**src/rtl/sc_pkg.sv**
```systemverilog
package sc_pkg;
    typedef enum logic [1:0] {
        ST_IDLE   = 2'd0,
        ST_LOOKUP = 2'd1,
        ST_WBACK  = 2'd2,
        ST_FILL   = 2'd3
    } sc_state_e;
endpackage

```
**src/rtl/sc_meta.sv**
```systemverilog
// Tag plus per-subblock valid / modified flags for every set.
module sc_meta #(
    parameter int SET_BITS = 2,
    parameter int SUB_BITS = 2,
    parameter int TAG_W    = 6
) (
    input  logic                clk,
    input  logic                rst_n,
    input  logic [SET_BITS-1:0] set_i,
    input  logic [SUB_BITS-1:0] sub_i,
    input  logic                alloc_i,
    input  logic [TAG_W-1:0]    new_tag_i,
    input  logic                set_valid_i,
    input  logic                set_dirty_i,
    input  logic                clr_dirty_i,
    output logic [TAG_W-1:0]    tag_o,
    output logic [(1<<SUB_BITS)-1:0] valid_o,
    output logic [(1<<SUB_BITS)-1:0] dirty_o
);
    localparam int SETS = 1 << SET_BITS;
    localparam int SUBS = 1 << SUB_BITS;

    logic [TAG_W-1:0] tag_q [SETS];
    logic [SUBS-1:0]  val_q [SETS];
    logic [SUBS-1:0]  drt_q [SETS];

    always_ff @(posedge clk) begin
        if (!rst_n) begin
            for (int s = 0; s < SETS; s++) begin
                tag_q[s] <= '0;
                val_q[s] <= '0;
                drt_q[s] <= '0;
            end
        end else if (alloc_i) begin
            tag_q[set_i] <= new_tag_i;
            val_q[set_i] <= '0;
            drt_q[set_i] <= '0;
        end else begin
            if (set_valid_i) val_q[set_i][sub_i] <= 1'b1;
            if (set_dirty_i) drt_q[set_i][sub_i] <= 1'b1;
            if (clr_dirty_i) drt_q[set_i][sub_i] <= 1'b0;
        end
    end

    assign tag_o   = tag_q[set_i];
    assign valid_o = val_q[set_i];
    assign dirty_o = drt_q[set_i];

    AST_ALLOC_CLEAN: assert property (@(posedge clk) disable iff (!rst_n)
        alloc_i |-> (drt_q[set_i] == '0));
    AST_DIRTY_IN_VALID: assert property (@(posedge clk) disable iff (!rst_n)
        (drt_q[set_i] & ~val_q[set_i]) == '0);
endmodule

```
**src/rtl/sc_data.sv**
```systemverilog
// Word storage, one entry per subblock, byte-enabled writes.
module sc_data #(
    parameter int IDX_W  = 4,
    parameter int DATA_W = 32
) (
    input  logic                clk,
    input  logic                we_i,
    input  logic [IDX_W-1:0]    widx_i,
    input  logic [DATA_W/8-1:0] be_i,
    input  logic [DATA_W-1:0]   wdata_i,
    input  logic [IDX_W-1:0]    ridx_i,
    output logic [DATA_W-1:0]   rdata_o
);
    localparam int WORDS = 1 << IDX_W;
    localparam int BYTES = DATA_W / 8;

    logic [DATA_W-1:0] word_q [WORDS];

    always_ff @(posedge clk) begin
        if (we_i) begin
            for (int b = 0; b < BYTES; b++) begin
                if (be_i[b]) word_q[widx_i][b*8 +: 8] <= wdata_i[b*8 +: 8];
            end
        end
    end

    assign rdata_o = word_q[ridx_i];
endmodule

```
**src/rtl/sc_pick.sv**
```systemverilog
// Lowest-index set bit finder used to walk modified subblocks.
module sc_pick #(
    parameter int IDX_W = 2
) (
    input  logic [(1<<IDX_W)-1:0] vec_i,
    output logic                  any_o,
    output logic [IDX_W-1:0]      idx_o
);
    localparam int N = 1 << IDX_W;

    logic [N-1:0] below_clear;

    genvar g;
    generate
        for (g = 0; g < N; g++) begin : g_scan
            if (g == 0) begin : g_first
                assign below_clear[g] = 1'b1;
            end else begin : g_rest
                assign below_clear[g] = below_clear[g-1] & ~vec_i[g-1];
            end
        end
    endgenerate

    always_comb begin
        idx_o = '0;
        for (int i = 0; i < N; i++) begin
            if (vec_i[i] && below_clear[i]) idx_o = IDX_W'(i);
        end
    end

    assign any_o = |vec_i;
endmodule

```
**src/rtl/sect_wb_cache.sv**
```systemverilog
module sect_wb_cache
    import sc_pkg::*;
#(
    parameter int ADDR_W   = 10,
    parameter int DATA_W   = 32,
    parameter int SUB_BITS = 2,
    parameter int SET_BITS = 2
) (
    input  logic                clk,
    input  logic                rst_n,
    input  logic                cpu_valid,
    output logic                cpu_ready,
    input  logic                cpu_we,
    input  logic [ADDR_W-1:0]   cpu_addr,
    input  logic [DATA_W/8-1:0] cpu_be,
    input  logic [DATA_W-1:0]   cpu_wdata,
    output logic                cpu_resp,
    output logic [DATA_W-1:0]   cpu_rdata,
    output logic                mem_req,
    output logic                mem_we,
    output logic [ADDR_W-1:0]   mem_addr,
    output logic [DATA_W-1:0]   mem_wdata,
    input  logic                mem_ack,
    input  logic [DATA_W-1:0]   mem_rdata
);
    localparam int BE_W  = DATA_W / 8;
    localparam int TAG_W = ADDR_W - SUB_BITS - SET_BITS;
    localparam int SUBS  = 1 << SUB_BITS;
    localparam int IDX_W = SET_BITS + SUB_BITS;

    sc_state_e state_q, state_d;

    // latched request
    logic                req_we;
    logic [TAG_W-1:0]    req_tag;
    logic [SET_BITS-1:0] req_set;
    logic [SUB_BITS-1:0] req_sub;
    logic [BE_W-1:0]     req_be;
    logic [DATA_W-1:0]   req_wdata;

    // metadata and data store wiring
    logic [TAG_W-1:0]    line_tag;
    logic [SUBS-1:0]     line_valid;
    logic [SUBS-1:0]     line_dirty;
    logic [SUB_BITS-1:0] meta_sub;
    logic                m_alloc, m_set_valid, m_set_dirty, m_clr_dirty;
    logic                d_we;
    logic [BE_W-1:0]     d_be;
    logic [DATA_W-1:0]   d_wdata;
    logic [IDX_W-1:0]    d_ridx;
    logic [DATA_W-1:0]   d_rdata;
    logic                dirty_any;
    logic [SUB_BITS-1:0] dirty_idx;

    logic tag_eq, sub_hit, full_wr, finish;
    logic resp_q;
    logic [DATA_W-1:0] rdata_q;

    assign tag_eq  = (line_tag == req_tag);
    assign sub_hit = tag_eq && line_valid[req_sub];
    assign full_wr = req_we && (&req_be);
    assign finish  = (state_q == ST_LOOKUP) && tag_eq && (sub_hit || full_wr);

    sc_meta #(
        .SET_BITS (SET_BITS),
        .SUB_BITS (SUB_BITS),
        .TAG_W    (TAG_W)
    ) u_meta (
        .clk         (clk),
        .rst_n       (rst_n),
        .set_i       (req_set),
        .sub_i       (meta_sub),
        .alloc_i     (m_alloc),
        .new_tag_i   (req_tag),
        .set_valid_i (m_set_valid),
        .set_dirty_i (m_set_dirty),
        .clr_dirty_i (m_clr_dirty),
        .tag_o       (line_tag),
        .valid_o     (line_valid),
        .dirty_o     (line_dirty)
    );

    sc_data #(
        .IDX_W  (IDX_W),
        .DATA_W (DATA_W)
    ) u_data (
        .clk     (clk),
        .we_i    (d_we),
        .widx_i  ({req_set, req_sub}),
        .be_i    (d_be),
        .wdata_i (d_wdata),
        .ridx_i  (d_ridx),
        .rdata_o (d_rdata)
    );

    sc_pick #(
        .IDX_W (SUB_BITS)
    ) u_pick (
        .vec_i (line_dirty),
        .any_o (dirty_any),
        .idx_o (dirty_idx)
    );

    // state register
    always_ff @(posedge clk) begin
        if (!rst_n) state_q <= ST_IDLE;
        else        state_q <= state_d;
    end

    // request capture on handshake
    always_ff @(posedge clk) begin
        if (!rst_n) begin
            req_we    <= 1'b0;
            req_tag   <= '0;
            req_set   <= '0;
            req_sub   <= '0;
            req_be    <= '0;
            req_wdata <= '0;
        end else if (cpu_valid && cpu_ready) begin
            req_we    <= cpu_we;
            req_sub   <= cpu_addr[SUB_BITS-1:0];
            req_set   <= cpu_addr[SUB_BITS +: SET_BITS];
            req_tag   <= cpu_addr[ADDR_W-1 -: TAG_W];
            req_be    <= cpu_be;
            req_wdata <= cpu_wdata;
        end
    end

    // next-state logic
    always_comb begin
        state_d = state_q;
        unique case (state_q)
            ST_IDLE: begin
                if (cpu_valid) state_d = ST_LOOKUP;
            end
            ST_LOOKUP: begin
                if (!tag_eq) begin
                    if (dirty_any) state_d = ST_WBACK;
                    else           state_d = ST_LOOKUP;
                end else if (sub_hit || full_wr) begin
                    state_d = ST_IDLE;
                end else begin
                    state_d = ST_FILL;
                end
            end
            ST_WBACK: begin
                if (!dirty_any) state_d = ST_LOOKUP;
            end
            ST_FILL: begin
                if (mem_ack) state_d = ST_LOOKUP;
            end
            default: state_d = ST_IDLE;
        endcase
    end

    // outputs and datapath controls
    always_comb begin
        m_alloc     = 1'b0;
        m_set_valid = 1'b0;
        m_set_dirty = 1'b0;
        m_clr_dirty = 1'b0;
        meta_sub    = req_sub;
        d_we        = 1'b0;
        d_be        = '0;
        d_wdata     = req_wdata;
        d_ridx      = {req_set, req_sub};
        mem_req     = 1'b0;
        mem_we      = 1'b0;
        mem_addr    = {req_tag, req_set, req_sub};
        mem_wdata   = d_rdata;
        unique case (state_q)
            ST_IDLE: begin
            end
            ST_LOOKUP: begin
                if (!tag_eq && !dirty_any) begin
                    m_alloc = 1'b1;
                end else if (tag_eq && (sub_hit || full_wr) && req_we) begin
                    d_we        = 1'b1;
                    d_be        = req_be;
                    m_set_valid = 1'b1;
                    m_set_dirty = 1'b1;
                end
            end
            ST_WBACK: begin
                meta_sub = dirty_idx;
                d_ridx   = {req_set, dirty_idx};
                mem_req  = dirty_any;
                mem_we   = 1'b1;
                mem_addr = {line_tag, req_set, dirty_idx};
                if (mem_ack && dirty_any) m_clr_dirty = 1'b1;
            end
            ST_FILL: begin
                mem_req = 1'b1;
                if (mem_ack) begin
                    d_we        = 1'b1;
                    d_be        = '1;
                    d_wdata     = mem_rdata;
                    m_set_valid = 1'b1;
                end
            end
            default: begin
            end
        endcase
    end

    // response register
    always_ff @(posedge clk) begin
        if (!rst_n) begin
            resp_q  <= 1'b0;
            rdata_q <= '0;
        end else begin
            resp_q <= finish;
            if (finish) rdata_q <= d_rdata;
        end
    end

    assign cpu_ready = (state_q == ST_IDLE);
    assign cpu_resp  = resp_q;
    assign cpu_rdata = rdata_q;

    AST_READY_NO_MEM: assert property (@(posedge clk) disable iff (!rst_n)
        cpu_ready |-> !mem_req);
    AST_RESP_PULSE: assert property (@(posedge clk) disable iff (!rst_n)
        cpu_resp |=> !cpu_resp);
    AST_MEM_HOLD: assert property (@(posedge clk) disable iff (!rst_n)
        (mem_req && !mem_ack) |=> (mem_req && $stable(mem_addr) && $stable(mem_we)));
    AST_NO_FETCH_FULL: assert property (@(posedge clk) disable iff (!rst_n)
        (mem_req && !mem_we) |-> !(req_we && (&req_be)));
    AST_WB_ON_REPLACE: assert property (@(posedge clk) disable iff (!rst_n)
        (mem_req && mem_we) |-> (line_tag != req_tag));
endmodule

```
**config.mk**
```make
export PLATFORM = sky130hd
export DESIGN_NAME = sect_wb_cache
export DESIGN_NICKNAME = d
export VERILOG_FILES = /design/src/rtl/sc_pkg.sv /design/src/rtl/sc_meta.sv /design/src/rtl/sc_data.sv /design/src/rtl/sc_pick.sv /design/src/rtl/sect_wb_cache.sv
export SDC_FILE = /design/constraint.sdc
export NUM_CORES = 1
export LEC_CHECK = 0
export BUFFER_PORTS_ARGS = -buffer_cell sky130_fd_sc_hd__buf_2
export CAP_MARGIN = 20
export CORE_MARGIN = 2
export CORE_UTILIZATION = 52
export CTS_BUF_LIST = sky130_fd_sc_hd__clkbuf_4 sky130_fd_sc_hd__clkbuf_8
export DETAILED_ROUTE_END_ITERATION = 7
export PLACE_DENSITY = 0.69
export SYNTH_ARGS = -nofsm -noshare
export SYNTH_HDL_FRONTEND = slang
export SYNTH_SLANG_ARGS = --single-unit
export TNS_END_PERCENT = 20
```
**constraint.sdc**
```tcl
create_clock -name clk -period 3.1 [get_ports clk]
set_input_delay 0.31 -clock clk [delete_from_list [all_inputs] [get_ports clk]]
set_output_delay 0.31 -clock clk [all_outputs]
set_load 0.01 [all_outputs]
```
==> results of run 1 <==
-- synthesized netlist by cell type, types with 2 or more instances --
library cell,number
nor2_1,112
o21ba_1,2
or3_1,5
mux4_2,15
buf_6,4
o21ai_1,6
a2bb2oi_1,8
nand3_1,63
edfxtp_1,568
buf_4,13
o21ba_2,10
a221oi_1,6
clkbuf_1,71
inv_2,3
buf_1,9
a31oi_1,18
mux2i_1,101
and2_1,18
a21o_1,22
xnor2_1,6
and3_1,57
dfxtp_1,84
a311oi_1,29
o32ai_1,15
nand2b_1,6
nand4_1,2
nand2_1,516
a22o_1,8
a21oi_1,72
a211o_1,12
o21ai_0,52
a21boi_0,50
buf_2,47
a221o_1,34
nor2b_1,5
inv_1,17
a211oi_1,12
nor3_1,26
-- per-layer routing --
| layer | vias up | share of wire, % | routed length, um |
|---|---|---|---|
| met3 | 246 | 9.2 | 7720 |
| met5 | - | 0 | 0 |
| met1 | 9916 | 37 | 31000 |
| met2 | 1157 | 48 | 40600 |
| met4 | 0 | 5.6 | 4700 |
| li1 | 8691 | - | - |
-- registers in the layout, summed over array words and instances, names as in the netlist, named ones only --
| signal | flops |
|---|---|
| u_data.word_q | 512 |
| state_q | 2 |
| req_set | 2 |
| cpu_resp | 1 |
| req_tag | 6 |
| req_be | 4 |
| req_sub | 2 |
| u_meta.tag_q | 24 |
| u_meta.drt_q | 16 |
| cpu_rdata | 32 |
| req_wdata | 32 |
| u_meta.val_q | 16 |
| req_we | 1 |
-- per-stage QoR --
| step | worst slack, ns | hold WS (ns) |
|---|---|---|
| after global placement | -0.397 | 0.450 |
| after floorplan | -0.101 | 0.444 |
| final | -0.877 | 0.0490 |
| after detailed placement | -0.402 | 0.456 |
| after CTS | -0.897 | 0.000185 |
| after global routing | -0.970 | 0.0196 |
-- final timing paths --
check	startpoint	end	slack (ns)
setup / recovery	flop	mem_wdata[23]	-0.88
hold / removal	rst_n	req_tag[0]	0.05
setup reg to reg	flop	u_data.word_q[6][12]	-0.31
hold reg to reg	req_wdata[14]	req_wdata[14]	0.47
-- worst max-delay path, stage by stage, from the launching register on --
cell	delay, ns
dfxtp_2	0.34
buf_6	0.12
mux4_2	0.50
mux2_4	0.31
a21o_4	0.27
buf_6	0.15
clkinv_8	0.07
buf_12	0.15
buf_6	0.14
nand2_1	0.10
and3_1	0.20
a211oi_2	0.24
a211o_1	0.21
buf_6	0.13
-- power breakdown --
group / leakage, nW / total [mW] / switching [mW] / internal [mW]
logic: 6.35 / 5.31 / 3.02 / 2.29
registers: 6.00 / 9.94 / 0.0988 / 9.84
clock network: 1.18 / 7.72 / 3.44 / 4.28
-- cell type report --
cell class	count	area (um2)
repair buffers	485	4530
clock inverters	34	297
flip-flops and latches	652	18700
fillers	3330	15900
inverters	21	96.3
multi-input cells	1301	8900
clock buffers	159	1910
well taps	680	851
-- cell families after synthesis --
logic type	after synthesis
and+or+nand+nor	815
DFF	652
AOI/OAI and AO/OA	360
buffers and inverters	165
muxes	117
xor gates and xnor gates	6
-- repair_timing --
item,CTS,global route
hold buffers,59,0
endpoints found under the hold margin,49,0
pin swaps,53,110
endpoints found under the setup margin,605,631
gates resized for setup,194,200
gates cloned,9,10
buffers inserted,17,45
==> metrics, run 1 <==
Worst setup EP type output pin; Peak VDD IR 496 uV; setup tns final -87.48 ns; routed vias 20000; clock root cell clkbuf_8; clock transition at the registers of the reported paths 0.06 ns; wire per inst 25.2 um; grt met2 use 49.3%; ant diodes 0; Yosys top cell area share 63.4%; Initial Util 52.6%; Post-DP HPWL 51.0 mm; Post-Synthesis Cells 2115; crit start category flop; Final Hold Viols 0; Fmax 251 MHz; adder-cell share of the synthesized area 0%; Worst Skew 0.0354 ns; critical path arrival 3.67 ns; Worst-Skew Late Latency 0.71 ns; RSZ-0062 raised after global routing true; Final Setup Violations 544; Final period util 128%; Seq/Total Area, Yosys 69.6%; slew margin rel. 33.5%; Worst EP required 2.79 ns; critical setup path kind flop to output pin; Netlist cell types 49; Pre-Repair DR Iteration Count 5; status complete, but fails checks; Mean Syn Cell Area 12.7 um2; Crit Path Max Fanout 8; clock sink count 652; total CTS buffers 103; largest net degree at the start of global routing 48; ANT nets after route 0; failing checks setup timing; GRT busiest layer met2; Rows 83; Overflow after GRT 0; min-delay worst type input port to flop; IO buf count 160; Initial DRC Count 2125; initial antenna violation count 0; Hold Path Depth 2; Cell Area, Synth 0.0269 mm2; Finished Layout Cells 3332; Max-Cap Viols 0; Residual DRC 0; core region area 0.0512 mm2; FF+latch count, synth 652; Yosys warnings 0; pwr dens 650 mW/mm2; synth-to-layout area growth 31.3%; Post-synth EDFFs 568; multiplexer share of the synthesized area 5.05%; first-pass GRT wire length 118 mm; GR Util All Layers 29.9%; routing usage on met3 6.63%; H-tree depth 3; Post-Synth Simple-Gate Area 12.8%; Design Power 23.0 mW; Die Span Y 231 um; XOR/XNOR share of the synthesized area 0.195%; CTS Buffer Depth 3; grt met1 use 37.1%; Synth Net Count 2198; post-synthesis compound-gate area fraction 9.55%; final instance area 0.0353 mm2; ranking of synthesized cells by area edfxtp_1 (63%), nand2_1 (7.2%), dfxtp_1 (6.2%); slack of the critical path -0.877 ns; most frequent cells in the layout edfxtp_1 (568), nand2_1 (500), buf_4 (172); FF-to-FF path depth 13; TritonCTS clock tree done; Chip Width 231 um; Ports 161; Post-synth ARST share 0%; routability cong. 0.932; Layout Nets 2647; Worst Tran Pin Value 0.994 ns; total wire length 84.0 mm; full die area 0.0536 mm2; main combinational cell family by area after synthesis simple AND/OR/NAND/NOR gates; Post-Place Cell Area 0.0299 mm2; share of cells above drive strength 1 32.8%; fin. max-slew vios 0; post-synth top area cell edfxtp_1; Leakage Power 13.5 nW; post-DR vias/cell 6.01; Synth Flop Type edfxtp_1; final core occ 69.0%; number of global-route vias before repair 19600; post-layout minimum cycle time 3.98 ns; commonest non-fill, non-tap cell in the layout edfxtp_1; Placed Instances 3008
(Power assumes the default switching activity.)
==> inputs of run 2 (changes only) <==
Settings changed: CORE_MARGIN 2 to default, SKIP_LAST_GASP from default to 1.
==> run 2 against run 1 <==
Against the previous run: the flow still finishes with violations (setup timing); via count barely moved; first-iteration DRC count fell by 3.3%; clock power fell by 3.2%; critical path type unchanged; largest cell class unchanged; highest routed layer unchanged.
==> metrics, run 2 (synthesis results as in run 1) <==
Final Setup Violations 544; Residual DRC 0; core region area 0.0512 mm2; Initial Util 52.6%; fin. max-slew vios 0; Worst setup EP type output pin; Flop pwr share 44.1%; Layout Nets 2638; total CTS buffers 103; top sig layer met4; Fmax 249 MHz; combinational power share 22.8%; critical path arrival 3.71 ns; routability cong. 0.905; Design Power 22.6 mW; number of global-route vias before repair 19500; min-delay worst type input port to flop; initial antenna violation count 1; Initial DRC Count 2055; Peak VDD IR 546 uV; Chip Width 229 um; clock transition at the registers of the reported paths 0.06 ns; ANT nets after route 0; Largest stage delay, worst path 0.51 ns; slack of the critical path -0.917 ns; Final Hold Viols 0; failing checks setup timing; Reg with most FFs u_data.word_q; post-DR vias/cell 6.02; Final period util 130%; Fillers 3434; TritonCTS clock tree done; Leakage Power 13.4 nW; crit start category flop; Largest register FFs 512; routed vias 20000; Worst EP required 2.79 ns; setup tns final -117.71 ns; slew margin rel. 28.9%; first-pass GRT wire length 119 mm; Overflow after GRT 0; Worst Tran Pin Value 1.06 ns; final core occ 68.0%; clock power share 33.1%; full die area 0.0527 mm2; routed wl met2 40.4 mm; Post-DP HPWL 50.7 mm; Worst Skew 0.0645 ns; status complete, but fails checks; CTS Buffer Depth 3; Pre-Repair DR Iteration Count 6; Rows 83; Pint 16.1 mW; clock sink count 652; share of cells above drive strength 1 30.9%; storage element area 0.0187 mm2; synth-to-layout area growth 29.4%; worst-path cell chain buf_6 -> mux4_2 -> mux2_4 -> a21o_4 -> bufbuf_16 -> mux2i_1 -> a221o_1 -> a311oi_2 -> a211o_1 -> buf_2; most frequent cells in the layout edfxtp_1 (568), nand2_1 (500), buf_4 (169); wire per inst 25.2 um; IO buf count 160; cell family with most CP delay compound AO/OA/AOI/OAI gates; WP buf/inv 3; clock root cell clkbuf_8; GR Util All Layers 30.7%; pwr dens 648 mW/mm2; Crit-path slowest cell mux4_2; Finished Layout Cells 3321; footprint of the multi-input gates 0.00847 mm2; Die Span Y 229 um; H-tree depth 3; Switching Fraction 28.5%; Placed Instances 3004; Switch Pwr 6.43 mW; critical setup path kind flop to output pin; Max-Cap Viols 0; total wire length 83.8 mm; Crit Path Max Fanout 7; Min Hold Slack 0.0978 ns; largest net degree at the start of global routing 69; commonest non-fill, non-tap cell in the layout edfxtp_1; M1 WL 31.7 mm; met3 wire length 7.59 mm; Ports 161; Worst-Skew Late Latency 0.73 ns; RSZ-0062 raised after global routing true; post-layout minimum cycle time 4.02 ns
run 2: routing by layer:
layer	track usage [%]	vias up
met2	50.2	1221
met5	0	-
met4	15.4	0
met1	39.2	9848
met3	5.88	242
li1	-	8682
run 2: final cells by class:
cell class | instances | share of cell area, %
repair buffers | 478 | 13.0
diodes | 1 | 0.00719
clock buffers | 161 | 5.59
flip-flops and latches | 652 | 53.8
inverters | 21 | 0.277
clock inverters | 29 | 0.528
multi-input cells | 1299 | 24.3
well taps | 680 | 2.44
run 2: final timing paths:
kind              slack, ns           from               endpoint  cells after the start
setup / recovery      -0.92           flop          mem_wdata[23]                     10
hold reg to reg        0.47  req_wdata[13]          req_wdata[13]                      2
setup reg to reg      -0.38           flop  u_data.word_q[14][26]                      9
hold / removal          0.1      cpu_valid             state_q[0]                      5
run 2: worst reg2reg max path: stages, from the launching register on:
cell and delay (ns):
dfxtp_2 0.34, buf_4 0.11, buf_8 0.12, mux4_2 0.55, xnor2_2 0.18, nand4_1 0.18
nor4b_4 0.43, a31oi_1 0.19, buf_12 0.20, nor2_1 0.74
run 2: timing repair:
item,in CTS,in global routing
hold endpoints to repair,50,0
buffers inserted,20,46
cloned,12,5
hold buffers,48,0
gates resized for setup,127,160
pin swaps,50,83
endpoints found under the setup margin,430,644
run 2: metrics by stage:
step | worst slack, ns | area (um2)
finish | -0.917 | 34800
global route | -0.997 | 34800
CTS | -0.912 | 33700
detailed placement | -0.414 | 30000
global placement | -0.340 | 30000
floorplan | -0.101 | 26900
run 2: power groups by stage:
stage          clock network [mW]  registers [mW]  logic, mW
2_1_floorplan                   0            10.1       2.27
3_3_place_gp                    0            10.1       3.87
3_5_place_dp                    0            10.1       3.93
4_1_cts                      7.49            9.93       4.65
5_1_grt                      7.88            9.94       5.40
6_report                     7.47            9.94       5.14
